## src/rtl/sdr_refresh_pkg.sv

```systemverilog
package sdr_refresh_pkg;

    typedef enum logic [2:0] {
        ST_RUN   = 3'd0,
        ST_DRAIN = 3'd1,
        ST_ENTER = 3'd2,
        ST_SELF  = 3'd3,
        ST_WAKE  = 3'd4
    } rfs_state_e;

endpackage

```

## src/rtl/rfs_interval_timer.sv

```systemverilog
module rfs_interval_timer #(
    parameter int INTERVAL = 781
) (
    input  logic clk,
    input  logic rst_n,
    input  logic run,
    output logic tick
);
    localparam int CW = (INTERVAL > 1) ? $clog2(INTERVAL) : 1;
    localparam logic [CW-1:0] LAST = CW'(INTERVAL - 1);

    logic [CW-1:0] cnt_q;

    // Expiry fires only in cycles where the timer is allowed to advance.
    assign tick = run && (cnt_q == LAST);

    always_ff @(posedge clk or negedge rst_n) begin
        if (!rst_n) begin
            cnt_q <= '0;
        end else if (run) begin
            if (cnt_q == LAST) cnt_q <= '0;
            else               cnt_q <= cnt_q + 1'b1;
        end
    end
endmodule

```

## src/rtl/rfs_pending_ctr.sv

```systemverilog
module rfs_pending_ctr #(
    parameter int MAX_POSTPONE = 8
) (
    input  logic clk,
    input  logic rst_n,
    input  logic inc,
    input  logic dec,
    input  logic clear,
    output logic [$clog2(MAX_POSTPONE+1)-1:0] count
);
    localparam int PW = $clog2(MAX_POSTPONE + 1);
    localparam logic [PW-1:0] FULL = PW'(MAX_POSTPONE);

    logic [PW-1:0] cnt_q;

    assign count = cnt_q;

    always_ff @(posedge clk or negedge rst_n) begin
        if (!rst_n) begin
            cnt_q <= '0;
        end else if (clear) begin
            cnt_q <= '0;
        end else begin
            unique case ({inc, dec})
                2'b10:   if (cnt_q != FULL) cnt_q <= cnt_q + 1'b1;
                2'b01:   if (cnt_q != '0)   cnt_q <= cnt_q - 1'b1;
                default: cnt_q <= cnt_q;
            endcase
        end
    end
endmodule

```

## src/rtl/rfs_guard_timer.sv

```systemverilog
module rfs_guard_timer #(
    parameter int CYCLES = 4
) (
    input  logic clk,
    input  logic rst_n,
    input  logic load,
    output logic busy,
    output logic ending
);
    localparam int GC = (CYCLES < 1) ? 1 : CYCLES;
    localparam int GW = $clog2(GC + 1);
    localparam logic [GW-1:0] START = GW'(GC);

    logic [GW-1:0] cnt_q;

    assign busy   = (cnt_q != '0);
    assign ending = (cnt_q <= GW'(1));

    always_ff @(posedge clk or negedge rst_n) begin
        if (!rst_n) begin
            cnt_q <= '0;
        end else if (load) begin
            cnt_q <= START;
        end else if (cnt_q != '0) begin
            cnt_q <= cnt_q - 1'b1;
        end
    end
endmodule

```

## src/rtl/sdram_refresh_sched.sv

```systemverilog
module sdram_refresh_sched
    import sdr_refresh_pkg::*;
#(
    parameter int CLK_MHZ       = 50,
    parameter int RETENTION_US  = 64000,
    parameter int REFRESH_COUNT = 4096,
    parameter int TRRC_CYC      = 4,
    parameter int MAX_POSTPONE  = 8
) (
    input  logic clk,
    input  logic rst_n,
    input  logic ref_grant,
    input  logic banks_idle,
    input  logic sr_req,
    input  logic sr_exit,
    output logic ref_req,
    output logic ref_urgent,
    output logic cke,
    output logic cmd_block,
    output logic sr_entry,
    output logic [$clog2(MAX_POSTPONE+1)-1:0] pend_cnt
);
    localparam int INTERVAL = (RETENTION_US * CLK_MHZ) / REFRESH_COUNT;
    localparam int PW       = $clog2(MAX_POSTPONE + 1);
    localparam logic [PW-1:0] FULL = PW'(MAX_POSTPONE);

    rfs_state_e state_q, state_d;

    logic          timer_run;
    logic          tick;
    logic          grant_ok;
    logic          wake_start;
    logic          guard_busy;
    logic          guard_ending;
    logic [PW-1:0] pend;

    assign timer_run  = (state_q == ST_RUN) || (state_q == ST_DRAIN);
    assign grant_ok   = ref_grant && ref_req && banks_idle && !cmd_block;
    assign wake_start = (state_q == ST_SELF) && sr_exit;

    rfs_interval_timer #(.INTERVAL(INTERVAL)) u_timer (
        .clk   (clk),
        .rst_n (rst_n),
        .run   (timer_run),
        .tick  (tick)
    );

    rfs_pending_ctr #(.MAX_POSTPONE(MAX_POSTPONE)) u_pend (
        .clk   (clk),
        .rst_n (rst_n),
        .inc   (tick),
        .dec   (grant_ok),
        .clear (wake_start),
        .count (pend)
    );

    rfs_guard_timer #(.CYCLES(TRRC_CYC)) u_guard (
        .clk    (clk),
        .rst_n  (rst_n),
        .load   (grant_ok || wake_start),
        .busy   (guard_busy),
        .ending (guard_ending)
    );

    // State register
    always_ff @(posedge clk or negedge rst_n) begin
        if (!rst_n) state_q <= ST_RUN;
        else        state_q <= state_d;
    end

    // Transitions
    always_comb begin
        state_d = state_q;
        unique case (state_q)
            ST_RUN: begin
                if (sr_req) state_d = ST_DRAIN;
            end
            ST_DRAIN: begin
                if (!sr_req)
                    state_d = ST_RUN;
                else if ((pend == '0) && banks_idle && !guard_busy && !tick)
                    state_d = ST_ENTER;
            end
            ST_ENTER: state_d = ST_SELF;
            ST_SELF: begin
                if (sr_exit) state_d = ST_WAKE;
            end
            ST_WAKE: begin
                if (guard_ending) state_d = ST_RUN;
            end
            default: state_d = ST_RUN;
        endcase
    end

    // Outputs, all taken from registered state
    always_comb begin
        ref_req    = 1'b0;
        cke        = 1'b1;
        cmd_block  = guard_busy;
        sr_entry   = 1'b0;
        unique case (state_q)
            ST_RUN, ST_DRAIN: ref_req = (pend != '0);
            ST_ENTER: begin
                cke       = 1'b0;
                cmd_block = 1'b1;
                sr_entry  = 1'b1;
            end
            ST_SELF: begin
                cke       = 1'b0;
                cmd_block = 1'b1;
            end
            ST_WAKE:  cmd_block = 1'b1;
            default: ;
        endcase
        ref_urgent = ref_req && (pend == FULL);
        pend_cnt   = pend;
    end
endmodule

```

## config.mk

```make
export PLATFORM = sky130hd
export DESIGN_NAME = sdram_refresh_sched
export DESIGN_NICKNAME = d
export VERILOG_FILES = /design/src/rtl/sdr_refresh_pkg.sv /design/src/rtl/rfs_interval_timer.sv /design/src/rtl/rfs_pending_ctr.sv /design/src/rtl/rfs_guard_timer.sv /design/src/rtl/sdram_refresh_sched.sv
export SDC_FILE = /design/constraint.sdc
export NUM_CORES = 1
export LEC_CHECK = 0
export BUFFER_PORTS_ARGS = -buffer_cell sky130_fd_sc_hd__buf_2
export CORE_ASPECT_RATIO = 0.7
export CORE_MARGIN = 8
export CORE_UTILIZATION = 55
export CTS_CLUSTER_DIAMETER = 80
export DETAILED_ROUTE_END_ITERATION = 10
export GPL_TIMING_DRIVEN = 0
export PLACE_DENSITY = 0.77
export SYNTH_ARGS = -nofsm -noshare
export SYNTH_HDL_FRONTEND = slang
export SYNTH_HIERARCHICAL = 1
export SYNTH_SLANG_ARGS = --single-unit
export TNS_END_PERCENT = 50
```

## constraint.sdc

```tcl
create_clock -name clk -period 3.38 [get_ports clk]
set_input_delay 0.338 -clock clk [delete_from_list [all_inputs] [get_ports clk]]
set_output_delay 0.338 -clock clk [all_outputs]
set_load 0.05 [all_outputs]
```

==> qor.yml, run 1 <==
clock_tree:
  htreeDepth: 1
  cts-root-buf: "clkbuf_4"
  cts.reportedPaths.clkPinSlew_ps: 120
  cts_buffers: 3
  post_cts_resized: 0
  clockBufferDepth: 2
  post_cts_buffers: 0
  clk_latency_ps: 300
  cts_sinks: 20
  hold_buffers: 1
  cts_tree: "done"
die:
  row_count: 14
  dieArea_sq_um: 4160
  die_height_um: 56.4
  initial_core_util_pct: 59.1
  die_w_um: 73.7
  coreArea_sq_um: 2170
  io_pins: 15
timing:
  period_needed_ps: 2780
  slew_violations: 0
  finalClockSkew_ps: 2.92
  rsz0062_at_grt: "no"
  setup_tns_ps: 0
  period_share_pct: 82.2
  slew_headroom_pct: 69.5
  setup_violations: 0
  hold_viol_final: 0
  max_freq_ghz: 0.360
  tightest_slew_ps: 456
synth:
  synth.most_common_cell: "dfrtp_1"
  yosysUniqueCellTypes: 49
  yosysTopAreaCellShare_pct: 39.0
  netlist.top_cell.by_area: "dfrtp_1"
  synth_ff_type: "dfrtp_1"
  syn_inst: 126
  syn_area_sq_um: 1280
  synthTopCellsByArea: "dfrtp_1 (39%), ha_1 (6.8%), xor2_1 (4.8%)"
  ys_ff_latch: 20
  syn_nets: 139
  synth_seq_area_share_pct: 39.0
  synth_edf_count: 0
  synth_common_cells: "dfrtp_1 (20), nor2_1 (14), nand2_1 (9), ha_1 (7), xor2_1 (7)"
  syn_area_per_cell_sq_um: 10.2
  yosysWarnings: 6
  synthArstFlopShare_pct: 100
global_route:
  antenna_found_initial: 0
  grt_max_degree: 21
  grtUsageTotal_pct: 13.8
  grt_pass1_wl_um: 4570
  grt_pass1_vias: 1034
  gr-total-overflow: 0
route:
  drt_first_pass_iters: 4
  dr_wl_met2_um: 1110
  top_layer: "met4"
  drc: 0
  drt_wl_total_um: 2580
  drtIter0Drc: 32
  wl_per_cell_um: 14.6
  vias_per_cell: 5.41
  num_vias: 958
  ant_nets: 0
  wl_met3_um: 152
  met1_length_um: 1290
worst_setup_path:
  cp_data_required_time_ps: 3580
  criticalPathCategory: "reg -> reg"
  worstPathArrival_ps: 2980
  crit_path_end_kind: "flip-flop"
  critPathMaxFanout: 5
  start_kind: "flip-flop"
power:
  pwr_density_cell_nw_per_um2: 706
  internal-power_mw: 0.587
  netSwitchingPower_mw: 0.430
  swShare_pct: 42.3
  p_comb_share_pct: 45.1
  pwr-share-seq_pct: 40.8
  irDropWorstVdd_v: 0.000371
  p_leak_nw: 0.723
  clockPowerShare_pct: 14.1
finish:
  fin_nets: 159
  syn_to_final_growth_pct: 12.2
  antenna_cells: 0
  final_util_pct: 66.3
  drive_above_1_share_pct: 24.8
outcome:
  outcome: "completed"
job:
  cap_violations: 0
placement:
  place_congestion: 0.759
  dpl.hpwl_um: 1980
  port-buffer-count: 14
min_path:
  hp-class: "in -> reg"
final timing paths:
path                             startpoint          endpoint  slack [ps]  depth (start not counted)
setup / recovery           u_guard/cnt_q[0]   u_pend/count[3]         600                         10
hold / removal                      sr_exit        state_q[1]         330                          4
setup reg to reg           u_guard/cnt_q[0]   u_pend/count[3]         600                         10
hold reg to reg            u_timer/cnt_q[7]  u_timer/cnt_q[7]         520                          1
max in group asynchronous             rst_n  u_timer/cnt_q[0]        2570                          2
min in group asynchronous             rst_n  u_timer/cnt_q[6]         500                          2
worst max-delay path, stage by stage, from the launching register on:
cell and delay, ps:
dfrtp_1 450, inv_1 110, ha_1 230, nand2b_4 90, nand3b_1 220, nor3_1 310, and2b_4 240, ha_1 270
a311oi_1 350, a211oi_2 80, mux2_1 320
layout by cell type, fill, tap and decap left out, types with 3 or more instances in the layout:
master / Yosys / layout
buf_2: 0 / 14
clkbuf_4: 0 / 3
xor2_1: 7 / 7
nand2_1: 9 / 9
xnor2_1: 4 / 4
nor2b_1: 4 / 4
ha_1: 7 / 7
or2_1: 3 / 3
dfrtp_1: 20 / 20
nor2_1: 14 / 14
nand2b_1: 3 / 3
nand4_1: 3 / 3
inv_1: 6 / 6
a21oi_1: 4 / 4
kinds of logic after synthesis:
group | count (synthesis) | share of synthesized area, %
muxes | 4 | 3.61
AOI/OAI and AO/OA | 21 | 14.0
xor gates and xnor gates | 11 | 7.50
buffers and inverters | 9 | 3.02
and+or+nand+nor | 54 | 26.0
adders and majority gates | 7 | 6.82
DFF | 20 | 39.0
area by class of cell:
class                           instances  area [sq um]
Buffer                                  1          7.51
Clock buffer                            4          36.3
Fill cell                             196           732
Inverter                                8          31.3
Multi-Input combinational cell         97           744
Sequential cell                        20           500
Tap cell                               32          40.0
Timing Repair Buffer                   15          80.1
sequential cells by signal, summed over array words and instances, names as in the netlist:
signal,count
u_pend/count,4
u_timer/cnt_q,10
u_guard/cnt_q,3
state_q,3
layer usage:
metal  GRT usage, %  vias to the layer above
met5              0                        -
met1           17.6                      452
li1               -                      479
met3           4.96                        4
met2           20.9                       23
met4           3.97                        0
metrics by stage:
step                cells  hold WS (ps)  setup WS, ps  cell area, sq um  total power [mW]
floorplan             126          42.4           208              1280             0.769
global placement      172           313           707              1390             0.849
detailed placement    172           321           639              1390             0.877
CTS                   177           324           613              1440              1.02
global route          177           370           369              1440              1.10
finish                177           332           603              1440              1.02
power groups by stage:
stage          sequential [mW]  combinational, mW  clock (mW)
2_1_floorplan            0.391              0.378           0
3_3_place_gp             0.411              0.438           0
3_5_place_dp             0.418              0.459           0
4_1_cts                  0.413              0.462       0.147
5_1_grt                  0.430              0.512       0.156
6_report                 0.415              0.459       0.143
Power figures use the tool's default switching activity.
==> inputs of run 2 (changes only) <==
Settings changed: CORE_UTILIZATION 55 to 51, PLACE_DENSITY 0.77 to 0.75.
Clock period 3.38 ns to 2.4 ns, I/O delays scaled along.
==> qor.yml, run 2 (synthesized netlist as in run 1, its figures left out) <==
worst_setup_path:
  worstPathArrival_ps: 2640
  crit_path_max_incr_delay_ps: 410
  crit_path_end_kind: "flip-flop"
  reg2reg_from: "u_timer/cnt_q[0]"
  crit_family: "simple AND/OR/NAND/NOR gates"
  cp-startpoint: "u_timer/cnt_q[0]"
  cp_data_required_time_ps: 2600
  critPathMaxFanout: 3
  reg2regPathDepth: 11
  start_kind: "flip-flop"
  r2r_slack_ps: -50
  r2r-end: "u_pend/count[3]"
  criticalPathCategory: "reg -> reg"
  crit_top_cell: "ha_4"
  path_buf_inv: 1
  critical-path-slowest-cell: "dfrtp_1"
  crit_chain: "inv_2 -> ha_4 -> nand4b_1 -> and4bb_4 -> and2_4 -> and2b_4 -> ha_4 -> o21ai_2 -> nand2b_1 -> a211oi_2 -> mux2_4"
outcome:
  outcome: "finished with violations"
  violations: "setup timing"
global_route:
  use_met1_pct: 16.2
  antenna_found_initial: 0
  grt.busiest_layer: "met2"
  grt_max_degree: 21
  grt_pass1_vias: 1039
  grt_pass1_wl_um: 4620
  met2_usage_pct: 20.1
  gr-total-overflow: 0
  grtUsageTotal_pct: 12.8
  grtUsageMet3_pct: 5.09
timing:
  period_needed_ps: 2450
  finalClockSkew_ps: 13.0
  setup_tns_ps: -45.8
  slew_headroom_pct: 69.0
  finalWorstSetupSlack_ps: -45.8
  tightest_slew_ps: 464
  max_freq_ghz: 0.409
  slew_violations: 0
  period_share_pct: 102
  rsz0062_at_grt: "yes"
  hold_viol_final: 0
  setup_violations: 1
route:
  num_vias: 1043
  drc: 0
  vias_per_cell: 5.35
  drt_first_pass_iters: 4
  wl_per_cell_um: 15.1
  drt_wl_total_um: 2940
  ant_nets: 0
  drtIter0Drc: 24
min_path:
  hp-class: "in -> reg"
  hold_depth: 4
  hp-start: "sr_exit"
  whs_endpoint: "state_q[1]"
finish:
  layout_common_cells: "dfrtp_1 (17), buf_4 (15), nor2_1 (14), buf_2 (14), nand2_1 (9)"
  drive_above_1_share_pct: 43.5
  fin_nets: 175
  top_register: "u_timer/cnt_q"
  final_common_cell: "dfrtp_1"
  num-fill-cells: 181
  syn_to_final_growth_pct: 31.0
  antenna_cells: 0
  largest_reg_flops: 10
clock_tree:
  clockBufferDepth: 2
  cts_tree: "done"
  cts_buffers: 3
  cts.reportedPaths.clkPinSlew_ps: 130
  htreeDepth: 1
  cts_sinks: 20
  cts-root-buf: "clkbuf_4"
  clk_latency_ps: 310
placement:
  port-buffer-count: 14
  dpl.hpwl_um: 1830
  place_ws_ps: -204
  place_congestion: 0.761
power:
  pwr_density_cell_nw_per_um2: 1020
  finalPower_mw: 1.72
  p_leak_nw: 0.813
  irDropWorstVdd_v: 0.000611
job:
  cap_violations: 0
die:
  initial_core_util_pct: 53.0
  die_w_um: 76.0
  dieArea_sq_um: 4400
  die_height_um: 58.0
  coreArea_sq_um: 2420
  io_pins: 15
  row_count: 15
==> run 2: cell types whose count changed in the layout (fill, tap and decap cells not counted), moves of 3 or more <==
cell	before	now
buf_4	1	15
ha_1	7	3
inv_1	6	2
inv_2	1	5
dfrtp_1	20	17
dfrtp_2	0	3
ha_4	0	3
==> run 2: cell type report <==
class                   count  area (sq um)  area share (%)
clock inverters             1          30.0            1.79
inverters                   8          31.3            1.86
well taps                  34          42.5            2.53
repair buffers             31           204            12.1
clock buffers               3          22.5            1.34
multi-input cells          97           836            49.7
flip-flops and latches     20           504            30.0
plain buffers               1          11.3           0.670
==> run 2: worst min-delay path, stage by stage <==
cell	delay [ps]
buf_2	70
nand2_1	80
nand2_1	70
a211oi_1	60
==> run 2: how the worst max path moves through the flow <==
stage | endpoint | slack [ps] | cells past startpoint
after floorplan | u_pend/count[3] | -420 | 11
after CTS | u_pend/count[3] | -40 | 11
after global routing | u_pend/count[3] | -110 | 11
after global placement | u_pend/count[3] | -140 | 10
final | u_pend/count[3] | -50 | 11
after detailed placement | u_pend/count[3] | -200 | 10
==> run 2: metal layers <==
layer / part of all wire, % / wire [um]
met5: 0 / 0
met4: 0.44 / 13
met3: 6.0 / 176
met2: 47 / 1400
met1: 46 / 1360
==> run 2: timing repair <==
item / in CTS / in global routing
pin swaps: 3 / 6
buffers inserted: 10 / 6
setup endpoints to repair: 2 / 3
hold buffers: 1 / 0
gates resized for setup: 5 / 14
endpoints found under the hold margin: 20 / 0
==> run 2: metrics by stage <==
stage	hold slack (ps)	instances	utilization [%]	cell area [sq um]
3_3_place_gp	215	174	59.0	1430
3_5_place_dp	217	174	59.0	1430
4_1_cts	237	189	65.4	1580
2_1_floorplan	-55.6	126	-	1320
5_1_grt	249	195	69.5	1680
6_report	238	195	69.5	1680
==> run 2: where the power goes <==
| part | leakage (nW) | internal, mW | switching [mW] |
|---|---|---|---|
| Clock | 0.0279 | 0.169 | 0.110 |
| Combinational | 0.532 | 0.417 | 0.445 |
| Sequential | 0.253 | 0.449 | 0.131 |
| Total | 0.813 | 1.04 | 0.686 |
